==> src/rtl/adc_mv_pkg.sv <==
`timescale 1ns/1ps
package adc_mv_pkg;

   localparam int CH_WIDE   = 5;
   localparam int CH_NARROW = 1;

   typedef struct packed {
      logic [15:0] num;
      logic [15:0] den;
   } ratio_t;

   typedef enum logic [2:0] {
      ST_IDLE,
      ST_LOAD1,
      ST_WAIT1,
      ST_LOAD2,
      ST_WAIT2,
      ST_OUT
   } stage_t;

   // line constants: wide = 1, narrow = 0
   function automatic int volt_hi(input logic wide);
      return wide ? 4200 : 1000;
   endfunction

   function automatic int volt_lo(input logic wide);
      return wide ? 3600 : 100;
   endfunction

   function automatic int rst_code_hi(input logic wide);
      return wide ? 3310 : 3413;
   endfunction

   function automatic int rst_code_lo(input logic wide);
      return wide ? 2832 : 341;
   endfunction

   function automatic int nom_code_hi(input logic wide);
      return wide ? 856 : 833;
   endfunction

   function automatic int nom_code_lo(input logic wide);
      return wide ? 733 : 80;
   endfunction

   function automatic ratio_t chan_ratio(input int ch, input logic scale_nz);
      ratio_t r;
      r.num = 16'd1;
      r.den = 16'd1;
      case (ch)
         2, 3, 4: if (scale_nz) begin r.num = 16'd400; r.den = 16'd1025; end
         6:       begin r.num = 16'd375; r.den = 16'd9000; end
         7, 8:    if (scale_nz) begin r.num = 16'd100; r.den = 16'd125; end
         19:      begin r.num = 16'd1; r.den = 16'd3; end
         default: ;
      endcase
      return r;
   endfunction

endpackage

==> src/rtl/adc_mv_cal.sv <==
`timescale 1ns/1ps
module adc_mv_cal
   import adc_mv_pkg::*;
(
   input  logic             clk,
   input  logic             rst_n,
   input  logic             cal_we,
   input  logic             cal_sel,
   input  logic [15:0]      cal_word,
   output logic [1:0][15:0] ep_hi,
   output logic [1:0][15:0] ep_lo
);

   function automatic logic [15:0] trim_code(input logic [7:0] b, input int nom);
      int t;
      t = (int'(b) + nom - 128) * 4;
      return t[15:0];
   endfunction

   for (genvar g = 0; g < 2; g++) begin : g_line
      localparam logic WIDE = (g == 1);
      logic [15:0] hi_q, lo_q;

      always_ff @(posedge clk or negedge rst_n) begin
         if (!rst_n) begin
            hi_q <= 16'(rst_code_hi(WIDE));
            lo_q <= 16'(rst_code_lo(WIDE));
         end else if (cal_we && (cal_sel == WIDE)) begin
            hi_q <= trim_code(cal_word[7:0],  nom_code_hi(WIDE));
            lo_q <= trim_code(cal_word[15:8], nom_code_lo(WIDE));
         end
      end

      assign ep_hi[g] = hi_q;
      assign ep_lo[g] = lo_q;
   end

endmodule

==> src/rtl/adc_mv_div.sv <==
`timescale 1ns/1ps
module adc_mv_div #(
   parameter int W          = 32,
   parameter bit SIGNED_OPS = 1'b1
) (
   input  logic                clk,
   input  logic                rst_n,
   input  logic                start,
   input  logic signed [W-1:0] dvd,
   input  logic signed [W-1:0] dvs,
   output logic                done,
   output logic signed [W-1:0] quot
);

   localparam int CNT_W = $clog2(W + 1);

   if (W < 4) begin : g_w_check
      $error("adc_mv_div: W too small");
   end

   logic [W-1:0]     mag_n, mag_d;
   logic             neg_d;
   logic [W-1:0]     q_q, r_q, d_q;
   logic [CNT_W-1:0] cnt_q;
   logic             busy_q, done_q, neg_q, zero_q;
   logic [W:0]       trial, diff;

   if (SIGNED_OPS) begin : g_signed
      assign mag_n = dvd[W-1] ? W'(-dvd) : W'(dvd);
      assign mag_d = dvs[W-1] ? W'(-dvs) : W'(dvs);
      assign neg_d = dvd[W-1] ^ dvs[W-1];
   end else begin : g_unsigned
      assign mag_n = W'(dvd);
      assign mag_d = W'(dvs);
      assign neg_d = 1'b0;
   end

   assign trial = {r_q, q_q[W-1]};
   assign diff  = trial - {1'b0, d_q};

   always_ff @(posedge clk or negedge rst_n) begin
      if (!rst_n) begin
         q_q    <= '0;
         r_q    <= '0;
         d_q    <= '0;
         cnt_q  <= '0;
         busy_q <= 1'b0;
         done_q <= 1'b0;
         neg_q  <= 1'b0;
         zero_q <= 1'b0;
      end else begin
         done_q <= 1'b0;
         if (start && !busy_q) begin
            q_q    <= mag_n;
            r_q    <= '0;
            d_q    <= mag_d;
            neg_q  <= neg_d;
            zero_q <= (mag_d == '0);
            cnt_q  <= CNT_W'(W);
            busy_q <= 1'b1;
         end else if (busy_q) begin
            if (!diff[W]) begin
               r_q <= diff[W-1:0];
               q_q <= {q_q[W-2:0], 1'b1};
            end else begin
               r_q <= trial[W-1:0];
               q_q <= {q_q[W-2:0], 1'b0};
            end
            cnt_q <= cnt_q - CNT_W'(1);
            if (cnt_q == CNT_W'(1)) begin
               busy_q <= 1'b0;
               done_q <= 1'b1;
            end
         end
      end
   end

   assign done = done_q;
   assign quot = zero_q ? '0 : (neg_q ? $signed(-q_q) : $signed(q_q));

endmodule

==> src/rtl/adc_mv_conv.sv <==
`timescale 1ns/1ps
module adc_mv_conv
   import adc_mv_pkg::*;
#(
   parameter int CODE_W  = 12,
   parameter int CHAN_W  = 5,
   parameter int SCALE_W = 3,
   parameter int OUT_W   = 16,
   parameter int DIV_W   = 32
) (
   input  logic               clk,
   input  logic               rst_n,
   input  logic               cal_we,
   input  logic               cal_sel,
   input  logic [15:0]        cal_word,
   input  logic               in_valid,
   output logic               in_ready,
   input  logic [CODE_W-1:0]  in_code,
   input  logic [CHAN_W-1:0]  in_chan,
   input  logic [SCALE_W-1:0] in_scale,
   output logic               out_valid,
   output logic [OUT_W-1:0]   out_mv
);

   localparam logic signed [DIV_W-1:0] OUT_MAX = DIV_W'((64'd1 << OUT_W) - 64'd1);

   if (DIV_W < 32)            begin : g_chk_div  $error("adc_mv_conv: DIV_W below 32"); end
   if (CHAN_W < 5)            begin : g_chk_chan $error("adc_mv_conv: CHAN_W cannot hold channel 19"); end
   if (OUT_W > DIV_W - 2)     begin : g_chk_out  $error("adc_mv_conv: OUT_W too wide"); end
   if (CODE_W > DIV_W - 16)   begin : g_chk_code $error("adc_mv_conv: CODE_W too wide"); end
   if (SCALE_W < 1)           begin : g_chk_scl  $error("adc_mv_conv: SCALE_W below 1"); end

   // calibration storage
   logic [1:0][15:0] ep_hi, ep_lo;

   adc_mv_cal i_cal (
      .clk      (clk),
      .rst_n    (rst_n),
      .cal_we   (cal_we),
      .cal_sel  (cal_sel),
      .cal_word (cal_word),
      .ep_hi    (ep_hi),
      .ep_lo    (ep_lo)
   );

   // request decode
   stage_t st_q;
   logic   accept;
   logic   wide_d, direct_d;
   logic signed [DIV_W-1:0] a0_x, a1_x, raw_x, vspan_x, vlo_x;
   logic signed [DIV_W-1:0] dvd1_d, dvs1_d;

   assign in_ready = (st_q == ST_IDLE);
   assign accept   = in_valid && in_ready;

   assign wide_d   = (in_chan == CHAN_W'(CH_WIDE));
   assign direct_d = wide_d || (in_chan == CHAN_W'(CH_NARROW));
   assign a0_x     = DIV_W'($signed(ep_hi[wide_d]));
   assign a1_x     = DIV_W'($signed(ep_lo[wide_d]));
   assign raw_x    = DIV_W'(in_code);
   assign vspan_x  = DIV_W'(volt_hi(wide_d) - volt_lo(wide_d));
   assign vlo_x    = DIV_W'(volt_lo(wide_d));
   assign dvd1_d   = vspan_x * (raw_x - a1_x);
   assign dvs1_d   = a0_x - a1_x;

   // shared divider
   logic signed [DIV_W-1:0] dvd_q, dvs_q, div_q;
   logic                    div_start, div_done;

   assign div_start = (st_q == ST_LOAD1) || (st_q == ST_LOAD2);

   adc_mv_div #(.W(DIV_W), .SIGNED_OPS(1'b1)) i_div (
      .clk   (clk),
      .rst_n (rst_n),
      .start (div_start),
      .dvd   (dvd_q),
      .dvs   (dvs_q),
      .done  (div_done),
      .quot  (div_q)
   );

   // post-interpolation
   logic signed [DIV_W-1:0] v1_q, v_sum, v_clamp, num_x, den_x, dvd2_d;
   logic                    direct_q;
   ratio_t                  ratio_q;
   logic [OUT_W-1:0]        res_q;

   assign v_sum   = div_q + v1_q;
   assign v_clamp = v_sum[DIV_W-1] ? '0 : v_sum;
   assign num_x   = DIV_W'(ratio_q.num);
   assign den_x   = DIV_W'(ratio_q.den);
   assign dvd2_d  = v_clamp * den_x + (num_x >>> 1);

   function automatic logic [OUT_W-1:0] sat(input logic signed [DIV_W-1:0] x);
      if (x < 0)            return '0;
      else if (x > OUT_MAX) return OUT_MAX[OUT_W-1:0];
      else                  return x[OUT_W-1:0];
   endfunction

   always_ff @(posedge clk or negedge rst_n) begin
      if (!rst_n) begin
         st_q     <= ST_IDLE;
         dvd_q    <= '0;
         dvs_q    <= '0;
         v1_q     <= '0;
         direct_q <= 1'b0;
         ratio_q  <= '0;
         res_q    <= '0;
      end else begin
         case (st_q)
            ST_IDLE: if (accept) begin
               dvd_q    <= dvd1_d;
               dvs_q    <= dvs1_d;
               v1_q     <= vlo_x;
               direct_q <= direct_d;
               ratio_q  <= chan_ratio(int'(in_chan), |in_scale);
               st_q     <= ST_LOAD1;
            end
            ST_LOAD1: st_q <= ST_WAIT1;
            ST_WAIT1: if (div_done) begin
               if (direct_q) begin
                  res_q <= sat(v_clamp);
                  st_q  <= ST_OUT;
               end else begin
                  dvd_q <= dvd2_d;
                  dvs_q <= num_x;
                  st_q  <= ST_LOAD2;
               end
            end
            ST_LOAD2: st_q <= ST_WAIT2;
            ST_WAIT2: if (div_done) begin
               res_q <= sat(div_q);
               st_q  <= ST_OUT;
            end
            ST_OUT:  st_q <= ST_IDLE;
            default: st_q <= ST_IDLE;
         endcase
      end
   end

   assign out_valid = (st_q == ST_OUT);
   assign out_mv    = res_q;

endmodule

==> config.mk <==
export PLATFORM = sky130hd
export DESIGN_NAME = adc_mv_conv
export DESIGN_NICKNAME = d
export VERILOG_FILES = /design/src/rtl/adc_mv_pkg.sv /design/src/rtl/adc_mv_cal.sv /design/src/rtl/adc_mv_div.sv /design/src/rtl/adc_mv_conv.sv
export SDC_FILE = /design/constraint.sdc
export NUM_CORES = 2
export LEC_CHECK = 0
export BUFFER_PORTS_ARGS = -buffer_cell sky130_fd_sc_hd__buf_4
export CORE_MARGIN = 10
export CORE_UTILIZATION = 65
export CTS_CLUSTER_DIAMETER = 30
export DETAILED_ROUTE_END_ITERATION = 10
export PLACE_DENSITY = 0.86
export SETUP_SLACK_MARGIN = 0.5
export SLEW_MARGIN = 15
export SYNTH_ARGS = -nofsm -noshare
export SYNTH_HDL_FRONTEND = slang
export SYNTH_SLANG_ARGS = --single-unit
==> constraint.sdc <==
create_clock -name clk -period 12.3 [get_ports clk]
set_input_delay 2.46 -clock clk [delete_from_list [all_inputs] [get_ports clk]]
set_output_delay 2.46 -clock clk [all_outputs]
set_load 0.005 [all_outputs]
After elaboration in Yosys (flattened, before gate mapping)
Cells that the tools add are included.
{ "word_totals": {"out_inout_bits": 18, "regBits": 313, "elab_cells": 135} }
{ "op_classes": {"n_eq_ne": 20, "n_reduce_logical": 19, "n_lt_le_gt_ge": 5, "n_bitwise": 2, "n_mul": 2, "addsub": 18, "n_mux": 49} }
{ "op_table": {"columns": ["op", "count"], "rows": [
  ["32-bit 2-to-1 mux", 15],
  ["16-bit 2-to-1 mux", 11],
  ["32-bit one-hot mux with 2 select lines", 2],
  ["25-bit one-hot mux with 4 select lines", 1],
  ["32-bit negator", 3],
  ["14-bit by 9-bit subtractor with 14-bit output (second input constant)", 4],
  ["8-bit by 10-bit adder with 11-bit output (second input constant)", 3],
  ["33-bit by 32-bit subtractor with 33-bit output", 1],
  ["32-bit by 16-bit adder with 32-bit output", 1],
  ["32-bit adder", 1],
  ["32-bit by 17-bit greater-than comparator with 1-bit output (second input constant)", 1],
  ["32-bit logical NOT", 1],
  ["32-bit by 1-bit < comparator with 1-bit output (second input constant)", 1],
  ["31-bit by 16-bit multiplier with 32-bit output", 1],
  ["32-bit by 17-bit multiplier with 32-bit output", 1],
  ["16-bit one-hot mux with 2 select lines", 1],
  ["14-bit by 32-bit subtractor with 32-bit output", 1],
  ["31-bit by 16-bit greater-than comparator with 1-bit output (second input constant)", 1],
  ["31-bit by 1-bit < comparator with 1-bit output (second input constant)", 1],
  ["31-bit 2-to-1 mux", 1],
  ["25-bit 2-to-1 mux", 1],
  ["23-bit 2-to-1 mux", 1],
  ["5-bit by 3-bit equality test with 1-bit output (second input constant)", 4],
  ["13-bit by 16-bit subtractor with 17-bit output", 1],
  ["other kinds (32)", 56]
]} }

Logic depth before layout (Yosys ltp)
{ "logic_depth": {"depth_word": 11, "depth_mapped": 45, "mapped_depth_nobuf": 43} }

Modules after synthesis
A second synthesis with hierarchy kept.
{ "hier_totals": {"cells_unflattened": 3893, "hier_area_um2": 31958.2} }
{ "modules_own_cells": {"columns": ["mod", "cells_per_inst", "area_per_inst_um2", "n_inst", "seq_area_each_um2"], "rows": [
  ["adc_mv_conv", 2554, 21053.9, 1, 1976.9],
  ["adc_mv_div", 1134, 8861.0, 1, 2652.5],
  ["adc_mv_cal", 205, 2043.2, 1, 1001.0]
]} }

Least setup slack after synthesis
Ideal clock, no wire load.
{ "synth_timing": {"path_kind": "input-to-reg", "startpoint": "input port in_chan[1]", "endpoint": "register dvd_q[29]", "path_buffers": 3, "required_time_ns": 12.174, "arrival_time_ns": 10.935, "stages": 37, "slack_ns": 1.239, "path_cell_list": "clkbuf_1 > nor2_1 > and3_1 > clkbuf_1 > buf_1 > mux2i_1 > ha_1 > inv_1 > o21ai_0 > a21oi_1 > o21ai_0 > a21oi_1 > o21ai_0 > a21oi_1 > nand2b_1 > a21boi_0 > o21a_1 > nor3_1 > nand2_1 > inv_1 > fa_1 > inv_1 > fa_1 > fa_1 > fa_1 > inv_1 > fa_1 > fa_1 > ha_1 > nand4_1 > a211oi_1 > o21ai_0 > o21a_1 > o31ai_1 > xnor2_1 > nor2_1 > a221o_1"} }
{ "synth_between": {"elab_chain_cells": 7, "word_cells_on_any_way": 10} }
{ "synth_rtl": {"columns": ["item", "line", "rtl"], "rows": [
  ["from (decl)", "adc_mv_conv.sv:19", "input logic [CHAN_W-1:0] in_chan,"],
  ["5-bit by 3-bit equality test with 1-bit output (*)", "adc_mv_conv.sv:56", "assign wide_d = (in_chan == CHAN_W'(CH_WIDE));"],
  ["16-bit 2-to-1 mux (not written as such) (2 in a row)", "adc_mv_conv.sv:59", "assign a1_x = DIV_W'($signed(ep_lo[wide_d]));"],
  ["13-bit by 16-bit subtractor with 17-bit output", "adc_mv_conv.sv:63", "assign dvd1_d = vspan_x * (raw_x - a1_x);"],
  ["32-bit by 17-bit multiplier with 32-bit output (*)", "adc_mv_conv.sv:63", null],
  ["32-bit 2-to-1 mux (*)", "adc_mv_conv.sv:111", "ST_IDLE: if (accept) begin"],
  ["32-bit one-hot mux with 2 select lines (*)", "adc_mv_conv.sv:110", "case (st_q)"],
  ["to (signal assigned)", "adc_mv_conv.sv:112", "dvd_q <= dvd1_d;"],
  ["to (signal assigned)", "adc_mv_conv.sv:125", "dvd_q <= dvd2_d;"],
  ["to (decl)", "adc_mv_conv.sv:67", "logic signed [DIV_W-1:0] dvd_q, dvs_q, div_q;"]
]} }
Mark *: on every way between the ends. The rest lies on a longest branch, timed or not. The select of a mux whose other input is x is not followed.
A chain may end at the register's enable or synchronous reset.

Worst setup path in the final report
{ "layout_timing": {"startpoint": "register i_div.q_q[3]", "endpoint": "register dvd_q[28]"} }
{ "layout_between": {"elab_chain_cells": 10} }
{ "layout_rtl": {"columns": ["item", "line", "rtl"], "rows": [
  ["from (decl)", "adc_mv_div.sv:23", "logic [W-1:0] q_q, r_q, d_q;"],
  ["from (signal assigned)", "adc_mv_div.sv:54", "q_q <= mag_n;"],
  ["from (signal assigned)", "adc_mv_div.sv:64", "q_q <= {q_q[W-2:0], 1'b1};"],
  ["from (signal assigned)", "adc_mv_div.sv:67", "q_q <= {q_q[W-2:0], 1'b0};"],
  ["32-bit negator", "adc_mv_div.sv:79", "assign quot = zero_q ? '0 : (neg_q ? $signed(-q_q) : $signed(q_q));"],
  ["32-bit 2-to-1 mux (*) (2 in a row)", "adc_mv_div.sv:79", null],
  ["32-bit adder (*)", "adc_mv_conv.sv:88", "assign v_sum = div_q + v1_q;"],
  ["31-bit 2-to-1 mux (*)", "adc_mv_conv.sv:89", "assign v_clamp = v_sum[DIV_W-1] ? '0 : v_sum;"],
  ["31-bit by 16-bit multiplier with 32-bit output (*)", "adc_mv_conv.sv:92", "assign dvd2_d = v_clamp * den_x + (num_x >>> 1);"],
  ["32-bit by 16-bit adder with 32-bit output (*)", "adc_mv_conv.sv:92", null],
  ["32-bit 2-to-1 mux (*)", "adc_mv_conv.sv:121", "if (direct_q) begin"],
  ["32-bit 2-to-1 mux (*)", "adc_mv_conv.sv:120", "ST_WAIT1: if (div_done) begin"],
  ["32-bit one-hot mux with 2 select lines (*)", "adc_mv_conv.sv:110", null]
]} }
Marks and branches as above.

==> impl_metrics.prom <==
# TYPE chip_impl_metric gauge
chip_impl_info{name="result_of_the_run",value="completed"} 1
chip_impl_info{name="worstSetupEndpointType",value="flip-flop"} 1
chip_impl_metric{name="worstPathArrival",unit="ps"} 11730
chip_impl_metric{name="ratio_of_routed_vias_to_standard_cells",unit=""} 6.04
chip_impl_metric{name="detail_route.wl_per_cell",unit="um"} 19.2
chip_impl_metric{name="clock_tree.buffer_depth",unit=""} 3
chip_impl_metric{name="fp.dieArea",unit="um^2"} 55800
chip_impl_metric{name="cts_sinks",unit=""} 233
chip_impl_metric{name="totalWireLength",unit="um"} 81700
chip_impl_metric{name="number_of_enable_type_register_cells_in_the_synthesized_netlist",unit=""} 0
chip_impl_info{name="hold_path.class",value="reg -> reg"} 1
chip_impl_info{name="setup.worst_path.start",value="i_div.q_q[3]"} 1
chip_impl_info{name="synth_flop_cell",value="dfrtp_1"} 1
chip_impl_info{name="cts_tree",value="built"} 1
chip_impl_metric{name="core.rowCount",unit=""} 79
chip_impl_info{name="cp_slowest_cell",value="a2111oi_1"} 1
chip_impl_metric{name="io_pins",unit=""} 59
chip_impl_metric{name="globalRoute.totalOverflow",unit=""} 0
chip_impl_metric{name="postCtsHoldBufs",unit=""} 0
chip_impl_metric{name="synth.yosys.seq_area_share",unit=""} 0.193
chip_impl_metric{name="grt_first_pass_wirelength",unit="um"} 134000
chip_impl_metric{name="syn_inst",unit=""} 3595
chip_impl_metric{name="clock-skew-final",unit="ps"} 48.9
chip_impl_info{name="critPathCapture",value="dvd_q[28]"} 1
chip_impl_metric{name="postSynth.asyncResetShare",unit=""} 1.00
chip_impl_metric{name="die_width",unit="um"} 236
chip_impl_metric{name="grt_max_degree",unit=""} 114
chip_impl_metric{name="first_pass_iters",unit=""} 6
chip_impl_metric{name="cp.required",unit="ps"} 12800
chip_impl_metric{name="post_detailed_route_count_of_antenna_violating_nets",unit=""} 0
chip_impl_metric{name="portBuffers",unit=""} 58
chip_impl_metric{name="area_growth_from_synthesis_to_layout",unit="%"} 9.59
chip_impl_metric{name="maxClockFrequency",unit="GHz"} 0.0890
chip_impl_metric{name="synth.ff_latch_count",unit=""} 233
chip_impl_metric{name="grt_pass1_vias",unit=""} 26000
chip_impl_info{name="crit_path_start_kind",value="flip-flop"} 1
chip_impl_metric{name="timing_hold_violations_final",unit=""} 0
chip_impl_metric{name="finalCritPeriodShare",unit=""} 0.913
chip_impl_metric{name="finalWorstPathRequiredPeriod",unit="ps"} 11230
chip_impl_metric{name="drt_iter0_markers",unit=""} 2489
chip_impl_metric{name="grt_antenna_before_repair",unit=""} 0
chip_impl_metric{name="timing.reg2reg.setup_slack",unit="ps"} 1070
chip_impl_metric{name="coreArea",unit="um^2"} 46400
chip_impl_metric{name="slew_viol_final",unit=""} 0
chip_impl_metric{name="antennaDiodeCount",unit=""} 0
chip_impl_info{name="r2r_start",value="i_div.q_q[3]"} 1
chip_impl_metric{name="hpwlAfterDp",unit="um"} 62600
chip_impl_metric{name="clk_pin_slew",unit="ps"} 50
chip_impl_metric{name="vias",unit=""} 25700
chip_impl_metric{name="final-setup-viol-count",unit=""} 0
chip_impl_metric{name="fraction_of_final_layout_cells_with_drive_strength_greater_than_1",unit=""} 0.0828
chip_impl_metric{name="numCtsBuffers",unit=""} 57
chip_impl_metric{name="gr-usage-all-layers",unit=""} 0.292
chip_impl_metric{name="crit_fanout",unit=""} 16
chip_impl_info{name="clk_root_buffer_cell",value="clkbuf_16"} 1
chip_impl_metric{name="syn_area_per_cell",unit="um^2"} 8.45
chip_impl_metric{name="synthesis.yosys.warnings",unit=""} 0
chip_impl_metric{name="effective_utilization_at_floorplan",unit=""} 0.655
chip_impl_metric{name="critical_path_cell_count",unit=""} 37
chip_impl_metric{name="clk_latency",unit="ps"} 630
chip_impl_info{name="critical_path_class",value="reg -> reg"} 1
chip_impl_metric{name="slew-limit-headroom",unit=""} 0.235
chip_impl_metric{name="routabilityCongestion",unit=""} 0.987
chip_impl_info{name="rsz0062_at_grt",value="true"} 1
chip_impl_metric{name="crit_buf_inv",unit=""} 4
chip_impl_metric{name="tightestPinTransition",unit="ps"} 1150
chip_impl_metric{name="rr_worst_depth",unit=""} 37
chip_impl_metric{name="drc_errors",unit=""} 0
chip_impl_metric{name="max_incr_delay_on_cp",unit="ps"} 560
chip_impl_metric{name="timing.max_cap.violations",unit=""} 0
chip_impl_metric{name="num-nets-final",unit=""} 4271
chip_impl_info{name="crit_family",value="adder cells"} 1
chip_impl_metric{name="cts_resized",unit=""} 0
chip_impl_metric{name="synth.distinct_cells",unit=""} 92
chip_impl_metric{name="die_height",unit="um"} 236
chip_impl_metric{name="h_tree_levels",unit=""} 2
chip_impl_metric{name="netlist_area_pre_place",unit="um^2"} 30400
chip_impl_metric{name="post-cts-setup-buffer-count",unit=""} 0
chip_impl_metric{name="timing.setup.tns",unit="ps"} 0
chip_impl_info{name="rr_endpoint",value="dvd_q[28]"} 1
-- cell families after synthesis --
| logic type | after synthesis | share of synthesized area |
|---|---|---|
| muxes | 52 | 0.0179 |
| and+or+nand+nor | 1008 | 0.160 |
| xor gates and xnor gates | 230 | 0.0668 |
| other | 2 | 0.000247 |
| DFF | 233 | 0.193 |
| AOI/OAI and AO/OA | 665 | 0.136 |
| buffers and inverters | 772 | 0.0970 |
| adders and majority gates | 633 | 0.329 |
-- how the worst min path moves through the flow --
stage,cells past startpoint,endpoint,start,slack (ps)
floorplan,2,i_cal.g_line[0].hi_q[13],i_cal.g_line[0].hi_q[13],440
global placement,2,i_cal.g_line[0].hi_q[12],i_cal.g_line[0].hi_q[12],460
detailed placement,2,i_div.d_q[16],i_div.d_q[16],470
CTS,2,i_cal.g_line[0].hi_q[11],i_cal.g_line[0].hi_q[11],480
global route,2,i_cal.g_line[1].hi_q[11],i_cal.g_line[1].hi_q[11],500
finish,2,i_cal.g_line[1].hi_q[5],i_cal.g_line[1].hi_q[5],480
-- registers in the layout (all words and copies together) (netlist names) --
| name | count |
|---|---|
| i_div.d_q | 32 |
| i_cal.g_line.hi_q | 28 |
| den_x | 6 |
| v1_q | 2 |
| st_q | 3 |
| dvd_q | 32 |
| i_div.neg_q | 1 |
| i_cal.g_line.lo_q | 20 |
| i_div.zero_q | 1 |
| i_div.q_q | 32 |
| out_mv | 16 |
| i_div.r_q | 32 |
| direct_q | 1 |
| i_div.busy_q | 1 |
| num_x | 2 |
| dvs_q | 17 |
| i_div.done | 1 |
| i_div.cnt_q | 6 |
-- cell usage in the layout, fill, tap and decap left out, types with 16 or more instances in the layout --
master	instances
a21o_1	43
nand3_1	66
o31ai_1	31
or3_1	18
inv_1	612
and3_1	54
ha_1	354
fa_1	276
a21oi_1	143
dfstp_2	23
a31oi_1	19
nor2_1	211
mux2i_1	33
nor2b_1	31
or4_1	16
o21a_1	21
xor2_1	110
nand2b_1	27
nor3_1	60
nand2_1	367
o21ai_0	247
clkbuf_16	57
xnor2_1	119
a21boi_0	16
and2_1	54
buf_4	91
nand4_1	21
dfrtp_1	208
mux2_2	18
-- layout make-up --
class,instances,area [um^2]
tap,607,759
clock buffer,65,1480
inverter,619,2320
fill,3305,13100
multi-input combinational,2597,21600
sequential,233,5860
clock inverter,43,512
timing repair buffer,92,698
-- synthesized netlist by cell type, types with 7 or more instances --
cell type  count  area, um^2
a211oi_1      11        82.6
a21boi_0      16         120
a21o_1        43         323
a21oi_1      143         716
a21oi_2       11        96.3
a22oi_1        7        52.6
a31oi_1       19         119
a32oi_1       12         105
and2_1        54         338
and3_1        55         344
buf_1         11        41.3
buf_2         11        55.1
clkbuf_1     126         473
dfrtp_1      210        5260
dfstp_2       23         604
fa_1         276        5530
ha_1         354        4430
inv_1        612        2300
mux2_2        18         203
mux2i_1       33         330
nand2_1      367        1380
nand2b_1      28         175
nand3_1       67         335
nand4_1       21         131
nor2_1       212         796
nor2b_1       32         200
nor3_1        61         305
nor4_1        13        81.3
o21a_1        21         158
o21ai_0      247        1240
o21bai_1      15         113
o22a_1        15         131
o31ai_1       31         233
o41ai_1       11        96.3
or2_2         11        68.8
or3_1         18         113
or4_1         16         120
xnor2_1      119        1040
xor2_1       110         963
-- per-stage QoR --
| step | instance area, um^2 | hold WS [ps] | util | std cells | setup slack [ps] |
|---|---|---|---|---|---|
| detailed placement | 31300 | 474 | 0.674 | 4148 | 745 |
| CTS | 33200 | 482 | 0.717 | 4256 | 897 |
| floorplan | 30400 | 443 | - | 3602 | 1240 |
| global placement | 31300 | 461 | 0.674 | 4148 | 1020 |
| global route | 33300 | 501 | 0.718 | 4256 | 456 |
| finish | 33300 | 481 | 0.718 | 4256 | 1070 |
-- worst reg2reg max path, delay by kind of cell (launching register included) --
kind	cells	cell delay (ps)
XOR/XNOR	2	400
AO/OA/AOI/OAI	11	3210
adder cells (fa/ha/maj)	8	3760
flip-flops	1	510
AND/OR/NAND/NOR	12	2960
buffers and inverters	4	230
-- layer usage --
metal	GRT usage	wire length [um]	up-vias
met5	0	0	-
met4	0.105	3150	0
met3	0.0586	7400	200
met2	0.478	38400	1194
met1	0.378	32700	12500
li1	-	-	11800
Power is not shown: default switching activity piles up to over one toggle a cycle in this logic, so the estimate is an artifact.
